$ cat config.mk
export PLATFORM = sky130hd
export DESIGN_NAME = csd_delay_timer
export DESIGN_NICKNAME = d
export VERILOG_FILES = /design/src/rtl/csd_pkg.sv /design/src/rtl/csd_field_pick.sv /design/src/rtl/csd_len_calc.sv /design/src/rtl/csd_down_counter.sv /design/src/rtl/csd_delay_timer.sv
export SDC_FILE = /design/constraint.sdc
export NUM_CORES = 1
export LEC_CHECK = 0
export CAP_MARGIN = 20
export CORE_MARGIN = 8
export CORE_UTILIZATION = 50
export CTS_BUF_LIST = sky130_fd_sc_hd__clkbuf_2
export CTS_CLUSTER_DIAMETER = 50
export DETAILED_ROUTE_END_ITERATION = 12
export HOLD_SLACK_MARGIN = 0.03
export PLACE_DENSITY_LB_ADDON = 0.15
export SYNTH_ARGS = -nofsm -noshare
export SYNTH_HDL_FRONTEND = slang
export SYNTH_SLANG_ARGS = --single-unit
$ cat constraint.sdc
create_clock -name clk -period 8.8 [get_ports clk]
set_input_delay 1.76 -clock clk [delete_from_list [all_inputs] [get_ports clk]]
set_output_delay 1.76 -clock clk [all_outputs]
set_load 0.1 [all_outputs]
$ cat src/rtl/csd_pkg.sv
package csd_pkg;

  localparam int PRE_W    = 2;
  localparam int SC_W     = 4;
  localparam int FACTOR_W = 3;
  localparam int KIND_W   = 2;
  localparam int KINDS    = 3;

  typedef enum logic [KIND_W-1:0] {
    DLY_LEAD  = 2'd0,
    DLY_TRAIL = 2'd1,
    DLY_GAP   = 2'd2,
    DLY_NONE  = 2'd3
  } dly_kind_e;

  // odd prescaler: 1, 3, 5, 7
  function automatic logic [FACTOR_W-1:0] pre_factor(input logic [PRE_W-1:0] code);
    logic [FACTOR_W-1:0] f;
    case (code)
      2'd0:    f = 3'd1;
      2'd1:    f = 3'd3;
      2'd2:    f = 3'd5;
      default: f = 3'd7;
    endcase
    return f;
  endfunction

endpackage

$ cat src/rtl/csd_field_pick.sv
module csd_field_pick
  import csd_pkg::*;
#(
  parameter int ATTR_W  = 32,
  parameter int PRE_TOP = 23,
  parameter int SC_TOP  = 15
) (
  input  logic [ATTR_W-1:0] attr_i,
  input  logic [KIND_W-1:0] kind_i,
  output logic [PRE_W-1:0]  pre_o,
  output logic [SC_W-1:0]   sc_o,
  output logic              valid_o
);

  logic [PRE_W-1:0] pre_arr [KINDS];
  logic [SC_W-1:0]  sc_arr  [KINDS];

  // fields are packed downward from the top positions, one slot per kind
  for (genvar g = 0; g < KINDS; g++) begin : g_kind
    localparam int PRE_LO = PRE_TOP - PRE_W * (g + 1) + 1;
    localparam int SC_LO  = SC_TOP - SC_W * (g + 1) + 1;
    assign pre_arr[g] = attr_i[PRE_LO +: PRE_W];
    assign sc_arr[g]  = attr_i[SC_LO +: SC_W];
  end

  always_comb begin
    valid_o = 1'b0;
    pre_o   = '0;
    sc_o    = '0;
    for (int i = 0; i < KINDS; i++) begin
      if (32'(kind_i) == i) begin
        valid_o = 1'b1;
        pre_o   = pre_arr[i];
        sc_o    = sc_arr[i];
      end
    end
  end

  logic unused_attr;
  assign unused_attr = ^attr_i;

endmodule

$ cat src/rtl/csd_len_calc.sv
module csd_len_calc
  import csd_pkg::*;
#(
  parameter int CNT_W = FACTOR_W + (1 << SC_W)
) (
  input  logic [PRE_W-1:0] pre_i,
  input  logic [SC_W-1:0]  sc_i,
  output logic [CNT_W-1:0] len_m1_o
);

  localparam int SHIFT_W = SC_W + 1;

  logic [FACTOR_W-1:0] fac;
  logic [SHIFT_W-1:0]  shamt;
  logic [CNT_W-1:0]    len;

  always_comb begin
    fac      = pre_factor(pre_i);
    shamt    = {1'b0, sc_i} + SHIFT_W'(1);
    len      = {{(CNT_W-FACTOR_W){1'b0}}, fac} << shamt;
    len_m1_o = len - CNT_W'(1);
  end

endmodule

$ cat src/rtl/csd_down_counter.sv
module csd_down_counter #(
  parameter int CNT_W = 19
) (
  input  logic             clk,
  input  logic             rst,
  input  logic             load_i,
  input  logic [CNT_W-1:0] val_i,
  output logic             busy_o,
  output logic             done_o
);

  logic [CNT_W-1:0] cnt_q;

  always_ff @(posedge clk) begin
    if (rst) begin
      cnt_q  <= '0;
      busy_o <= 1'b0;
      done_o <= 1'b0;
    end else begin
      done_o <= 1'b0;
      if (busy_o) begin
        if (cnt_q == '0) begin
          busy_o <= 1'b0;
          done_o <= 1'b1;
        end else begin
          cnt_q <= cnt_q - CNT_W'(1);
        end
      end else if (load_i) begin
        cnt_q  <= val_i;
        busy_o <= 1'b1;
      end
    end
  end

  p_count_step_r6: assert property (@(posedge clk) disable iff (rst)
    (busy_o && cnt_q != '0) |=> (busy_o && cnt_q == $past(cnt_q) - CNT_W'(1)));

  p_done_pulse_r5: assert property (@(posedge clk) disable iff (rst)
    done_o |=> !done_o);

  p_done_end_r3: assert property (@(posedge clk) disable iff (rst)
    done_o |-> (!busy_o && $past(busy_o)));

endmodule

$ cat src/rtl/csd_delay_timer.sv
module csd_delay_timer
  import csd_pkg::*;
#(
  parameter int ATTR_W = 32
) (
  input  logic              clk,
  input  logic              rst,
  input  logic              start_i,
  input  logic [KIND_W-1:0] kind_i,
  input  logic [ATTR_W-1:0] attr_i,
  output logic              busy_o,
  output logic              done_o
);

  localparam int CNT_W = FACTOR_W + (1 << SC_W);
  localparam logic [CNT_W:0] MAX_LEN = (CNT_W+1)'(7) << (1 << SC_W);

  logic [PRE_W-1:0] pre_code;
  logic [SC_W-1:0]  sc_code;
  logic             kind_ok;
  logic [CNT_W-1:0] len_m1;
  logic             accept;

  csd_field_pick #(.ATTR_W(ATTR_W)) u_pick (
    .attr_i  (attr_i),
    .kind_i  (kind_i),
    .pre_o   (pre_code),
    .sc_o    (sc_code),
    .valid_o (kind_ok)
  );

  csd_len_calc #(.CNT_W(CNT_W)) u_len (
    .pre_i    (pre_code),
    .sc_i     (sc_code),
    .len_m1_o (len_m1)
  );

  assign accept = start_i && kind_ok && !busy_o;

  csd_down_counter #(.CNT_W(CNT_W)) u_cnt (
    .clk    (clk),
    .rst    (rst),
    .load_i (accept),
    .val_i  (len_m1),
    .busy_o (busy_o),
    .done_o (done_o)
  );

  p_no_overflow_r7: assert property (@(posedge clk) disable iff (rst)
    accept |-> ({1'b0, len_m1} < MAX_LEN));

  p_bad_kind_r8: assert property (@(posedge clk) disable iff (rst)
    (start_i && kind_i == DLY_NONE && !busy_o) |=> !busy_o);

  p_busy_cause_r6: assert property (@(posedge clk) disable iff (rst)
    $rose(busy_o) |-> $past(start_i));

endmodule

==> reports/results.ini <==
[status]
status = finished clean

[clock_tree]
cts_made_buffers = 3
path_clk_slew_ns = 0.20
cts.sinks = 21
root_buffer = clkbuf_2
cts_hold_buf = 0
insertion_delay_ns = 0.35
cts_tree = yes
cts_resized = 0
clockBufferDepth = 2
htree_levels = 1
post_cts.repair.setup_buffers = 0

[final_layout]
layout_commonest_cell = nand2_1
fill_cells = 434
area.growth.synth_to_final_pct = 9.87
drive_gt1_share_pct = 8.71
diodes = 0
nets = 351
final_cell_mix = nand2_1 (35), clkdlybuf4s50_1 (24), dfxtp_1 (21), nor2_1 (17)
fin_util_pct = 57.5

[routing]
wl_per_cell_um = 17.8
drt_iter0_markers = 193
ant_nets = 0
drc_errors = 0
viasPerCell = 6.65
vias = 2408
drt-total-wl_mm = 6.45
drt-pass1-iter-count = 4

[timing]
max_slew_margin_pct = 35.6
finalSetupTns_ns = 0
worst_slack_ns = 2.50
rsz0062_at_grt = no
report.final.hold_viol_count = 0
worst_pin_slew_ns = 0.963
fin_crit_ns = 6.30
slew_violations = 0
finClkSkew_ns = 0.0126
fin_crit_sh_pct = 71.6
clock.fmax_ghz = 0.159
holdWs_ns = 0.490
finalSetupViolCount = 0

[synth]
synth_nets = 339
synth_top_cell_area_share_pct = 18.3
ys_types = 68
synth_area_leaders = dfxtp_1 (18%), nand2_1 (5.7%), mux2i_1 (3.9%)
ys_seq_elements = 21
synth-main-ff-cell = dfxtp_1
synth_area_sq_um = 2290
synth_area_per_cell_sq_um = 7.67
synth_cells = 299
yosys_warnings = 0
async_flop_share_pct = 0
synth_top_cell_by_area = dfxtp_1
ys_seq_area_share_pct = 18.3
synth_edf_count = 0

[global_routing]
met2_usage_pct = 29.3
grt-busiest-layer = met2
track_usage_pct = 18.0
grt_overflow_total = 0
grt_pass1_vias = 2220
met1_usage_pct = 23.3
antenna_found_initial = 0
grt_max_degree = 44
groute.layer.met3.usage_pct = 2.15
grt_pass1_wl_mm = 10.8

[critical_path]
cp.required_ns = 9.07
critPathArrivalTime_ns = 6.57
startpoint = kind_i[0]
r2r-start = u_cnt.busy_o$_SDFF_PP0_
reg2reg_depth = 11
start_kind = primary input
rrSetupSlack_ns = 5.62
regToRegEndpoint = u_cnt.cnt_q[14]$_SDFFE_PP0P_
crit_type = primary input to flop
end_kind = flop
crit_fanout = 16

[placement]
hpwlAfterDp_mm = 4.85
gp_congestion = 0.955
pre_cts_ws_ns = 2.14
port_buffers = 24

[floorplan]
die_area_sq_um = 7010
fp.dieW_um = 83.7
fp.dieH_um = 83.7
core_sq_um = 4380
num_rows = 24
io_pins = 39
initial_core_util_pct = 52.3

[hold_path]
min_path_cells = 2
min_path_type = flop to flop
hold_end = u_cnt.cnt_q[0]$_SDFFE_PP0P_
min_from = u_cnt.cnt_q[0]$_SDFFE_PP0P_

[pwr]
power.density_nw_per_um2 = 158
p_leak_uw = 0.000913
power_uw = 399
ir_drop_uv = 84.4

[run]
maxCapViolCount = 0

## cells in the mapped netlist (5+ instances only)
cell	number
nor3_1	8
nor2_1	17
o211ai_1	12
o311ai_1	5
mux2i_1	9
nand3b_1	11
dfxtp_1	21
o31a_1	5
clkbuf_1	12
o21ai_0	16
nand2_1	35
a21oi_1	16
or3_1	7
nand3_1	7
nor4_1	7
o31ai_1	5
inv_1	9
nand2b_1	5
nor3b_1	5
## worst max-delay path, cell delays in order
cell and delay, ns:
clkdlybuf4s50_1 0.92, mux2i_1 0.26, a2bb2oi_1 0.54, inv_1 0.24, ha_1 0.28, and4b_1 0.22, a21o_1 0.23, o21ai_0 0.16
a21oi_1 0.16, a22oi_1 0.24, ha_1 0.31, a21boi_0 0.21, o211a_1 0.19, nand3b_2 0.22, or2_1 0.36, o311ai_1 0.27
## cell families (layout without fill, tap and decap cells)
family	after synthesis	after routing	share of synthesized area, %
AND/OR/NAND/NOR	123	123	30.3
AO/OA/AOI/OAI	111	111	37.5
buffers and inverters	29	40	6.82
flip-flops	21	21	18.3
multiplexers	11	11	5.07
adder cells (fa/ha/maj)	3	3	1.64
XOR/XNOR	1	1	0.382
## power breakdown
part / switching (uW) / leakage (uW) / internal (uW)
registers: 16.7 / 0.000173 / 113
logic: 135 / 0.000724 / 90.2
clock network: 32.7 / 0.0000164 / 10.3
## worst max-delay path by stage
| stage | slack, ns | to |
|---|---|---|
| floorplan | 3.71 | u_cnt.cnt_q[12]$_SDFFE_PP0P_ |
| global placement | 2.22 | u_cnt.cnt_q[16]$_SDFFE_PP0P_ |
| detailed placement | 2.14 | u_cnt.cnt_q[16]$_SDFFE_PP0P_ |
| CTS | 2.52 | u_cnt.cnt_q[16]$_SDFFE_PP0P_ |
| global route | 2.17 | u_cnt.cnt_q[16]$_SDFFE_PP0P_ |
| finish | 2.50 | u_cnt.cnt_q[14]$_SDFFE_PP0P_ |
## routing by layer
| metal | vias up | part of all wire, % |
|---|---|---|
| li1 | 1184 | - |
| met1 | 1148 | 47 |
| met2 | 67 | 48 |
| met3 | 9 | 4.4 |
| met4 | 0 | 1.5 |
| met5 | - | 0 |
## flip-flops by register name, summed over array words and instances (netlist names)
register	cells
u_cnt.cnt_q	19
u_cnt.busy_o	1
u_cnt.done_o	1
## metrics by stage
stage	instances	cell area [sq um]
6_report	362	2520
5_1_grt	362	2520
4_1_cts	362	2520
3_5_place_dp	358	2500
3_3_place_gp	358	2500
2_1_floorplan	299	2290
## area by class of cell
| type | count | area [sq um] | share of cell area (%) |
|---|---|---|---|
| clock buffers | 3 | 15.0 | 0.596 |
| flip-flops and latches | 21 | 420 | 16.7 |
| inverters | 10 | 42.5 | 1.69 |
| well taps | 52 | 65.1 | 2.58 |
| multi-input cells | 249 | 1720 | 68.1 |
| repair buffers | 26 | 255 | 10.1 |
| clock inverters | 1 | 5.00 | 0.199 |
No activity file was read; power rests on OpenSTA's default activity.
